===== config.mk =====
export PLATFORM = sky130hd
export DESIGN_NAME = txcmd_outcome_ctl
export DESIGN_NICKNAME = d
export VERILOG_FILES = /design/src/rtl/txcmd_outcome_pkg.sv /design/src/rtl/txcmd_rst_sync.sv /design/src/rtl/txcmd_try_cnt.sv /design/src/rtl/txcmd_outcome_dec.sv /design/src/rtl/txcmd_outcome_ctl.sv
export SDC_FILE = /design/constraint.sdc
export NUM_CORES = 1
export LEC_CHECK = 0
export CORE_ASPECT_RATIO = 1.25
export CORE_MARGIN = 5
export CORE_UTILIZATION = 45
export DETAILED_ROUTE_END_ITERATION = 10
export HOLD_SLACK_MARGIN = 0.12
export PLACE_DENSITY = 0.84
export SLEW_MARGIN = 20
export SYNTH_ARGS = -nofsm -noshare
export SYNTH_HDL_FRONTEND = slang
export SYNTH_SLANG_ARGS = --single-unit

===== constraint.sdc =====
create_clock -name clk -period 1.51 [get_ports clk]
set_input_delay 0.3775 -clock clk [delete_from_list [all_inputs] [get_ports clk]]
set_output_delay 0.3775 -clock clk [all_outputs]
set_load 0.01 [all_outputs]

===== src/rtl/txcmd_outcome_pkg.sv =====
package txcmd_outcome_pkg;

  typedef struct packed {
    logic bw_filter;
    logic pause_on_filt;
    logic stall_en;
    logic requeue_pause;
    logic burst_cont;
    logic ifs_pifs;
    logic expect_resp;
  } cmd_flags_t;

  typedef enum logic [2:0] {
    ACT_NONE      = 3'd0,
    ACT_DONE      = 3'd1,
    ACT_RETRY     = 3'd2,
    ACT_FILTER    = 3'd3,
    ACT_PAUSE     = 3'd4,
    ACT_BACKOFF   = 3'd5,
    ACT_NEXT_SIFS = 3'd6,
    ACT_NEXT_PIFS = 3'd7
  } act_e;

  localparam int NUM_ACT = 8;

  // Actions after which the command is no longer live.
  function automatic logic act_ends(act_e a);
    return (a != ACT_NONE) && (a != ACT_RETRY) && (a != ACT_BACKOFF);
  endfunction

endpackage


===== src/rtl/txcmd_rst_sync.sv =====
module txcmd_rst_sync #(
  parameter int STAGES = 2
) (
  input  logic clk,
  input  logic rst_n,
  output logic rst_sync_n
);
  logic [STAGES-1:0] sync_q;

  always_ff @(posedge clk or negedge rst_n) begin
    if (!rst_n) sync_q <= '0;
    else        sync_q <= {sync_q[STAGES-2:0], 1'b1};
  end

  assign rst_sync_n = sync_q[STAGES-1];
endmodule


===== src/rtl/txcmd_try_cnt.sv =====
module txcmd_try_cnt #(
  parameter int W = 4
) (
  input  logic         clk,
  input  logic         rst_n,
  input  logic         clr,
  input  logic         inc,
  output logic [W-1:0] cnt
);
  logic [W-1:0] cnt_d;

  always_comb begin
    cnt_d = cnt;
    if (clr)                   cnt_d = '0;
    else if (inc && cnt != '1) cnt_d = cnt + {{(W-1){1'b0}}, 1'b1};
  end

  always_ff @(posedge clk or negedge rst_n) begin
    if (!rst_n) cnt <= '0;
    else        cnt <= cnt_d;
  end
endmodule


===== src/rtl/txcmd_outcome_dec.sv =====
module txcmd_outcome_dec
  import txcmd_outcome_pkg::*;
#(
  parameter int TRY_W = 4
) (
  input  logic             live,
  input  cmd_flags_t       flags,
  input  logic [TRY_W-1:0] lim,
  input  logic [TRY_W-1:0] try_cnt,
  input  logic             success,
  input  logic             no_resp,
  input  logic             bw_fail,
  input  logic             requeue,
  output act_e             act,
  output logic             try_inc,
  output logic             exhausted,
  output logic             ok
);
  logic [TRY_W:0] try_next;
  logic           filt_path;

  assign try_next = {1'b0, try_cnt} + {{TRY_W{1'b0}}, 1'b1};

  always_comb begin
    act       = ACT_NONE;
    try_inc   = 1'b0;
    exhausted = 1'b0;
    ok        = 1'b0;
    filt_path = 1'b0;
    if (live) begin
      if (success) begin
        ok = 1'b1;
      end else if (bw_fail) begin
        if (flags.bw_filter) filt_path = 1'b1;
        else                 act = ACT_BACKOFF;
      end else if (requeue) begin
        act = flags.requeue_pause ? ACT_PAUSE : ACT_BACKOFF;
      end else if (no_resp) begin
        if (!flags.expect_resp) begin
          ok = 1'b1;
        end else begin
          try_inc = 1'b1;
          if (try_next >= {1'b0, lim}) begin
            exhausted = 1'b1;
            filt_path = 1'b1;
          end else begin
            act = ACT_RETRY;
          end
        end
      end
      if (ok) begin
        if (flags.burst_cont) act = flags.ifs_pifs ? ACT_NEXT_PIFS : ACT_NEXT_SIFS;
        else                  act = flags.stall_en ? ACT_PAUSE : ACT_DONE;
      end
      if (filt_path) begin
        act = (flags.burst_cont && flags.pause_on_filt) ? ACT_PAUSE : ACT_FILTER;
      end
    end
  end
endmodule


===== src/rtl/txcmd_outcome_ctl.sv =====
module txcmd_outcome_ctl
  import txcmd_outcome_pkg::*;
#(
  parameter int TRY_W = 4,
  parameter int NTMR  = 2
) (
  input  logic             clk,
  input  logic             rst_n,
  input  logic             cmd_load,
  input  logic [TRY_W-1:0] cmd_retry_lim,
  input  logic             cmd_bw_filter,
  input  logic             cmd_pause_on_filt,
  input  logic             cmd_stall_en,
  input  logic             cmd_requeue_pause,
  input  logic             cmd_burst_cont,
  input  logic             cmd_ifs_pifs,
  input  logic             cmd_expect_resp,
  input  logic [NTMR-1:0]  cmd_tmr_first,
  input  logic [NTMR-1:0]  cmd_tmr_after,
  input  logic             att_success,
  input  logic             att_no_resp,
  input  logic             att_bw_fail,
  input  logic             att_requeue,
  output logic             out_done,
  output logic             out_retry,
  output logic             out_filter,
  output logic             out_pause,
  output logic             out_backoff,
  output logic             out_next_sifs,
  output logic             out_next_pifs,
  output logic             out_exhausted,
  output logic [NTMR-1:0]  out_tmr_restart,
  output logic [TRY_W-1:0] try_count
);
  logic             rst_q_n;
  cmd_flags_t       flags_q, cmd_flags;
  logic [TRY_W-1:0] lim_q;
  logic [NTMR-1:0]  tafter_q;
  logic             active_q, active_d;
  act_e             act_q, act_d;
  logic             exh_q, exh_d;
  logic [NTMR-1:0]  tmr_q, tmr_d;
  act_e             dec_act;
  logic             dec_inc, dec_exh, dec_ok, live;
  logic [NUM_ACT-1:0] act_oh;

  txcmd_rst_sync #(.STAGES(2)) u_rst (
    .clk(clk), .rst_n(rst_n), .rst_sync_n(rst_q_n)
  );

  always_comb begin
    cmd_flags.bw_filter     = cmd_bw_filter;
    cmd_flags.pause_on_filt = cmd_pause_on_filt;
    cmd_flags.stall_en      = cmd_stall_en;
    cmd_flags.requeue_pause = cmd_requeue_pause;
    cmd_flags.burst_cont    = cmd_burst_cont;
    cmd_flags.ifs_pifs      = cmd_ifs_pifs;
    cmd_flags.expect_resp   = cmd_expect_resp;
  end

  // Command controls: captured only on load (clock enable).
  always_ff @(posedge clk or negedge rst_q_n) begin
    if (!rst_q_n) begin
      flags_q  <= '0;
      lim_q    <= '0;
      tafter_q <= '0;
    end else if (cmd_load) begin
      flags_q  <= cmd_flags;
      lim_q    <= cmd_retry_lim;
      tafter_q <= cmd_tmr_after;
    end
  end

  assign live = active_q && !cmd_load;

  txcmd_outcome_dec #(.TRY_W(TRY_W)) u_dec (
    .live(live), .flags(flags_q), .lim(lim_q), .try_cnt(try_count),
    .success(att_success), .no_resp(att_no_resp),
    .bw_fail(att_bw_fail), .requeue(att_requeue),
    .act(dec_act), .try_inc(dec_inc), .exhausted(dec_exh), .ok(dec_ok)
  );

  txcmd_try_cnt #(.W(TRY_W)) u_cnt (
    .clk(clk), .rst_n(rst_q_n), .clr(cmd_load), .inc(dec_inc), .cnt(try_count)
  );

  always_comb begin
    act_d    = dec_act;
    exh_d    = dec_exh;
    active_d = cmd_load || (active_q && !act_ends(dec_act));
    if (cmd_load)    tmr_d = cmd_tmr_first;
    else if (dec_ok) tmr_d = tafter_q;
    else             tmr_d = '0;
  end

  always_ff @(posedge clk or negedge rst_q_n) begin
    if (!rst_q_n) begin
      active_q <= 1'b0;
      act_q    <= ACT_NONE;
      exh_q    <= 1'b0;
      tmr_q    <= '0;
    end else begin
      active_q <= active_d;
      act_q    <= act_d;
      exh_q    <= exh_d;
      tmr_q    <= tmr_d;
    end
  end

  for (genvar k = 0; k < NUM_ACT; k++) begin : g_oh
    assign act_oh[k] = (act_q == act_e'(k));
  end

  assign out_done        = act_oh[ACT_DONE];
  assign out_retry       = act_oh[ACT_RETRY];
  assign out_filter      = act_oh[ACT_FILTER];
  assign out_pause       = act_oh[ACT_PAUSE];
  assign out_backoff     = act_oh[ACT_BACKOFF];
  assign out_next_sifs   = act_oh[ACT_NEXT_SIFS];
  assign out_next_pifs   = act_oh[ACT_NEXT_PIFS];
  assign out_exhausted   = exh_q;
  assign out_tmr_restart = tmr_q;
endmodule


Word-level counts from Yosys, hierarchy flattened. Index checks and enable logic that the tools add are counted.

Bits in registers: 26. Word-level logic and storage cells: 82.

Equal/unequal tests: 10. Multiplexer cells: 43. Reductions and logical operators: 11. $add $sub $neg: 2. Order comparisons: 1.

Operator list (number): 3-bit two-way mux (12); 1-bit two-way mux (26); 3-bit equality test (second input constant) (4); 4-bit two-way mux (2); 3-bit by 2-bit equality test with 1-bit output (second input constant) (2); 1-bit logical AND (6); 2-bit two-way mux (3); 4-bit by 1-bit adder with 5-bit output (second input constant) (1); 5-bit by 4-bit >= comparator with 1-bit output (1); 4-bit by 1-bit adder with 4-bit output (second input constant) (1); 4-bit != test (second input constant) (1); 3-bit by 1-bit equality test with 1-bit output (second input constant) (1); 3-bit by 2-bit != test with 1-bit output (second input constant) (1); 3-bit != test (second input constant) (1); 3-bit nonzero test (1); 1-bit zero test (2); 2-bit nonzero test (1); 1-bit logical OR (1).

Depth between registers and ports, before layout. Gate-level depths: netlist (run 1).

Word-level depth: 17. Mapped depth: 8.

Hierarchy. From an unflattened synthesis (run 1), not the netlist that was laid out.

Cell total of the unflattened synthesis: 121. Area total of the unflattened synthesis: 1418.9 um2.

By module, submodules not included: txcmd_outcome_ctl (cells an instance 53, seq. area each 500.5 um2, instances 1, area each 797.0 um2); txcmd_outcome_dec (cells an instance 45, seq. area each 0.0 um2, instances 1, area each 339.1 um2); txcmd_try_cnt (cells an instance 20, seq. area each 100.1 um2, instances 1, area each 229.0 um2); txcmd_rst_sync (cells an instance 3, seq. area each 50.0 um2, instances 1, area each 53.8 um2).

Least setup slack after synthesis (run 1). No wires, ideal clock.

Kind: register to register. Start: register u_cnt.cnt[0]. End: register active_q. Cell stages (with the launch flop): 8. Arrival time: 2164 ps. Clock period less this slack: 2282 ps. Required time: 1392 ps. Path buffers: 0. Path slack: -772 ps. Path through: dfrtp_1 -> ha_1 -> ha_1 -> a211oi_1 -> o21ai_4 -> a2bb2oi_2 -> mux2_4 -> a21o_1.

Longest elaborated chain between the ends: 17.

Ends and longest elaborated chain: start: declaration (line txcmd_try_cnt.sv:8) `output logic [W-1:0] cnt`; start signal: assignment (line txcmd_try_cnt.sv:20) `else cnt <= cnt_d;`; 4-bit by 1-bit adder with 5-bit output * (line txcmd_outcome_dec.sv:22) `assign try_next = {1'b0, try_cnt} + {{TRY_W{1'b0}}, 1'b1};`; 5-bit by 4-bit >= comparator with 1-bit output * (line txcmd_outcome_dec.sv:43) `if (try_next >= {1'b0, lim}) begin`; 1-bit two-way mux or 2-bit two-way mux (tied branches) (line txcmd_outcome_dec.sv:43); 1-bit two-way mux or 3-bit two-way mux (tied branches) (line txcmd_outcome_dec.sv:39) `if (!flags.expect_resp) begin`; 1-bit two-way mux or 3-bit two-way mux (tied branches) (line txcmd_outcome_dec.sv:38) `end else if (no_resp) begin`; 1-bit two-way mux or 3-bit two-way mux (tied branches) (line txcmd_outcome_dec.sv:36) `end else if (requeue) begin`; 1-bit two-way mux or 3-bit two-way mux (tied branches) (line txcmd_outcome_dec.sv:33) `end else if (bw_fail) begin`; 1-bit two-way mux or 3-bit two-way mux (tied branches) (line txcmd_outcome_dec.sv:31) `if (success) begin`; (+2 left out); 3-bit two-way mux * (line txcmd_outcome_dec.sv:30) `if (live) begin`; 3-bit by 2-bit != test with 1-bit output or 3-bit nonzero test (tied branches) (line txcmd_outcome_pkg.sv:28) `return (a != ACT_NONE) && (a != ACT_RETRY) && (a != ACT_BACKOFF);`; 1-bit logical AND (line txcmd_outcome_pkg.sv:28); 1-bit logical AND * (line txcmd_outcome_pkg.sv:28); 1-bit zero test * (line txcmd_outcome_ctl.sv:90) `active_d = cmd_load || (active_q && !act_ends(dec_act));`; 1-bit logical AND * (line txcmd_outcome_ctl.sv:90); 1-bit logical OR * (line txcmd_outcome_ctl.sv:90); named net active_d (line txcmd_outcome_ctl.sv:39) `logic active_q, active_d;`; end signal: assignment (line txcmd_outcome_ctl.sv:103) `active_q <= active_d;`; end: declaration (line txcmd_outcome_ctl.sv:39).

The timed path passes the listed nets; every way through them passes the cells marked *. The select of a mux whose other input is x is not followed. A chain may end at the register's enable or synchronous reset.

Worst setup path after layout (run 1). Same ends and word-level chain as after synthesis.

==> results of run 1 <==
## kinds of logic after synthesis
| kind of cell | after synthesis | synth area share |
|---|---|---|
| AOI/OAI and AO/OA | 26 | 0.126 |
| xor gates and xnor gates | 2 | 0.0132 |
| adders and majority gates | 5 | 0.0472 |
| buffers and inverters | 8 | 0.0321 |
| DFF | 26 | 0.491 |
| muxes | 11 | 0.0981 |
| other | 1 | 0.00283 |
| and+or+nand+nor | 50 | 0.190 |
## worst register-to-register path, stage by stage (launching register included)
cell	delay, ns
dfrtp_2	0.48
ha_4	0.30
ha_4	0.20
a211oi_4	0.27
o21ai_4	0.09
a2bb2oi_2	0.18
mux2_4	0.32
a21o_1	0.18
## state kept, by name, indices dropped and copies added (netlist names)
| signal | cells |
|---|---|
| flags_q | 7 |
| tafter_q | 2 |
| u_rst.sync_q | 2 |
| active_q | 1 |
| act_q | 3 |
| out_exhausted | 1 |
| u_cnt.cnt | 4 |
| lim_q | 4 |
| out_tmr_restart | 2 |
## repair_timing
item	in CTS	in global routing
gates resized for setup	43	8
buffers inserted	9	0
hold buffers	0	0
pin swaps	5	2
endpoints found under the setup margin	23	18
## final cells by class
class / count / area (um^2)
tap: 36 / 45.0
clock inverter: 1 / 30.0
clock buffer: 3 / 22.5
inverter: 4 / 15.0
multi-input combinational: 95 / 818
fill: 190 / 717
sequential: 26 / 654
timing repair buffer: 66 / 588
## per-stage QoR
| step | setup WS, ns | utilization | TNS [ns] | power (W) |
|---|---|---|---|---|
| final | -0.574 | 0.752 | -4.52 | 0.00168 |
| after global routing | -0.618 | 0.752 | -5.57 | 0.00177 |
| after CTS | -0.572 | 0.737 | -4.68 | 0.00168 |
| after detailed placement | -0.809 | 0.671 | -6.47 | 0.00116 |
| after global placement | -0.775 | 0.671 | -5.47 | 0.00113 |
| after floorplan | -0.533 | - | -1.19 | 0.000982 |
## metal layers
layer  up-vias  wire [um]
met1       593       1440
li1        575          -
met2        46       1980
met4         0        111
met3        12        206
met5         -          0
## path summary, 6_finish.rpt
check	startpoint	end	slack (ns)
setup / recovery	u_cnt.cnt[0]	active_q	-0.57
hold / removal	rst_n	u_rst.sync_q[0]	0.19
setup reg to reg	u_cnt.cnt[0]	active_q	-0.57
hold reg to reg	u_rst.sync_q[1]	flags_q[1]	0.24
max in group asynchronous	u_rst.sync_q[1]	u_cnt.cnt[1]	1.02
min in group clk	u_rst.sync_q[0]	u_rst.sync_q[1]	0.38
## synthesized netlist by cell type (all sizes together)
master	instances	share of area
mux2	10	0.091
inv	4	0.011
a21oi	7	0.026
a211oi	1	0.0057
nor2b	1	0.0047
a21o	2	0.011
o21ai	12	0.054
a22oi	1	0.0057
and3	2	0.0094
buf	3	0.018
a31oi	1	0.0047
or2	1	0.0047
or3	1	0.0047
a2bb2oi	1	0.011
conb	1	0.0028
nor4b	1	0.0066
nor2	11	0.031
a41o	1	0.0075
and3b	1	0.0066
nand2b	6	0.028
clkbuf	1	0.0028
nor3b	4	0.023
mux2i	1	0.0075
nand2	18	0.051
nor3	2	0.0075
xnor2	1	0.0066
nand4bb	1	0.0085
nand3	1	0.0038
xor2	1	0.0066
ha	5	0.047
dfrtp	26	0.49
## power groups by stage
stage	Clock (W)	Combinational (W)	Sequential (W)
floorplan	0	0.000178	0.000803
global placement	0	0.000341	0.000793
detailed placement	0	0.000359	0.000799
CTS	0.000486	0.000404	0.000786
global route	0.000527	0.000451	0.000794
finish	0.000478	0.000418	0.000788
==> impl_metrics.csv, run 1 <==
group,metric,value,unit
outcome,run_status,"finished with violations",
outcome,violations,"negative setup slack",
power,leakage,1.01,nW
clocking,clk_pin_slew_worst_paths,0.14,ns
worst_setup_path,reg2regPathDepth,7,
placed_design,dp_cells,218,
floorplan,start_util,0.459,
power,power_frac_comb,0.248,
global_routing,met1_usage,0.204,
global_routing,grt_pass1_vias,1347,
power,switching_power,0.000428,W
clocking,cts_max_path_buffers,2,
clocking,cts-root-buf,"clkbuf_4",
drt,drt-initial-drc-count,24,
sta,rsz0062_at_grt,"true",
finish,fin_nets,223,
global_routing,antenna_found_initial,0,
worst_setup_path,crit_required,1.74,ns
worst_setup_path,path_buf_inv,0,
synth,syn_nets,156,
global_routing,gr-total-overflow,0,
power,swShare,0.254,
sta,finalCriticalPeriod,2.08,ns
floorplan,dieArea,4140,um^2
floorplan,die_h,70.7,um
drt,post-route-drc-count,0,
power,p_per_area,775,nW/um^2
clocking,htreeDepth,1,
sta,hold_ws,0.189,ns
synth,syn-cell-area,1330,um^2
clocking,clkSinkCount,26,
worst_setup_path,cp_max_fo,4,
finish,drive_gt1_frac,0.374,
global_routing,grt_pass1_wl,5950,um
finish,layout_common_cells,"26 x buf_4, 24 x clkdlybuf4s50_1, 23 x dfrtp_1, 18 x nand2_1, 10 x nor2_1",
finish,final_common_cell,"buf_4",
worst_setup_path,crit_path_end_kind,"register",
worst_setup_path,crit_path_max_incr_delay,0.48,ns
worst_setup_path,cp-start-kind,"register",
global_routing,grt_start_max_net_pins,27,
worst_setup_path,cpMostUsedCell,"ha_4",
clocking,cts_tree,"yes",
sta,finalHoldViolations,0,
synth,synthCells,129,
floorplan,fp.dieW,58.6,um
worst_setup_path,critPathKind,"register to register",
drt,route.vias.total,1226,
synth,ys_ff_latch,26,
floorplan,ios,36,
global_routing,grt_use_met3,0.0328,
min_path,hp-class,"primary input to async pin",
finish,fin_area,2170,um^2
worst_setup_path,slowest_stage,"dfrtp_2",
synth,yosysUniqueCellTypes,37,
worst_setup_path,crit_chain,"ha_4 > ha_4 > a211oi_4 > o21ai_4 > a2bb2oi_2 > mux2_4 > a21o_1",
worst_setup_path,critPathTopFamily,"compound AO/OA/AOI/OAI gates",
synth,yosysSeqAreaShare,0.491,
global_routing,grt_usage,0.187,
power,ir_drop,0.823,mV
global_routing,grtUsageMet2,0.339,
finish,instances_no_fill,231,
floorplan,fp-row-count,22,
power,internal-power,0.00126,W
placed_design,port_buffers,35,
sta,fin_ws,-0.574,ns
sta,report.final.slew_viol_count,0,
synth,synth.avg_cell_area,10.3,um^2
clocking,cts_buffers,3,
sta,period_share,1.38,
placed_design,gp_congestion,0.745,
power,p_clk_frac,0.284,
placed_design,dp.final_hpwl,2490,um
flow_run,drv_cap,0,
sta,fmaxAchievable,0.480,GHz
synth,yosys_warnings,0,
drt,avgViaCountPerCell,5.31,
sta,setup_viol,15,
floorplan,design.core.area,2890,um^2
drt,drt_pre_antenna_iters,4,
power,seq_power_share,0.468,
drt,wire_per_inst,16.2,um
sta,clock-skew-final,0.00481,ns
finish,n_antenna_cell,0,
global_routing,grt_most_used_layer,"met2",
finish,area_growth,63.9,%
worst_setup_path,crit_cells,7,
drt,drt_wl_total,3740,um
worst_setup_path,cp.arrival,2.32,ns
placed_design,dpl_cell_area,1940,um^2
drt,ant_nets,0,
clocking,clock_latency,0.32,ns
Power figures use the tool's default switching activity.
==> inputs of run 2 (changes only) <==
--- a/config.mk
+++ b/config.mk
@@ -11,7 +11,7 @@
 export DETAILED_ROUTE_END_ITERATION = 10
 export HOLD_SLACK_MARGIN = 0.12
 export PLACE_DENSITY = 0.84
-export SLEW_MARGIN = 20
+export SLEW_MARGIN = 25
 export SYNTH_ARGS = -nofsm -noshare
 export SYNTH_HDL_FRONTEND = slang
 export SYNTH_SLANG_ARGS = --single-unit
==> results of run 2 <==
The final DEF is identical to that of run 1; final timing and power are the same.
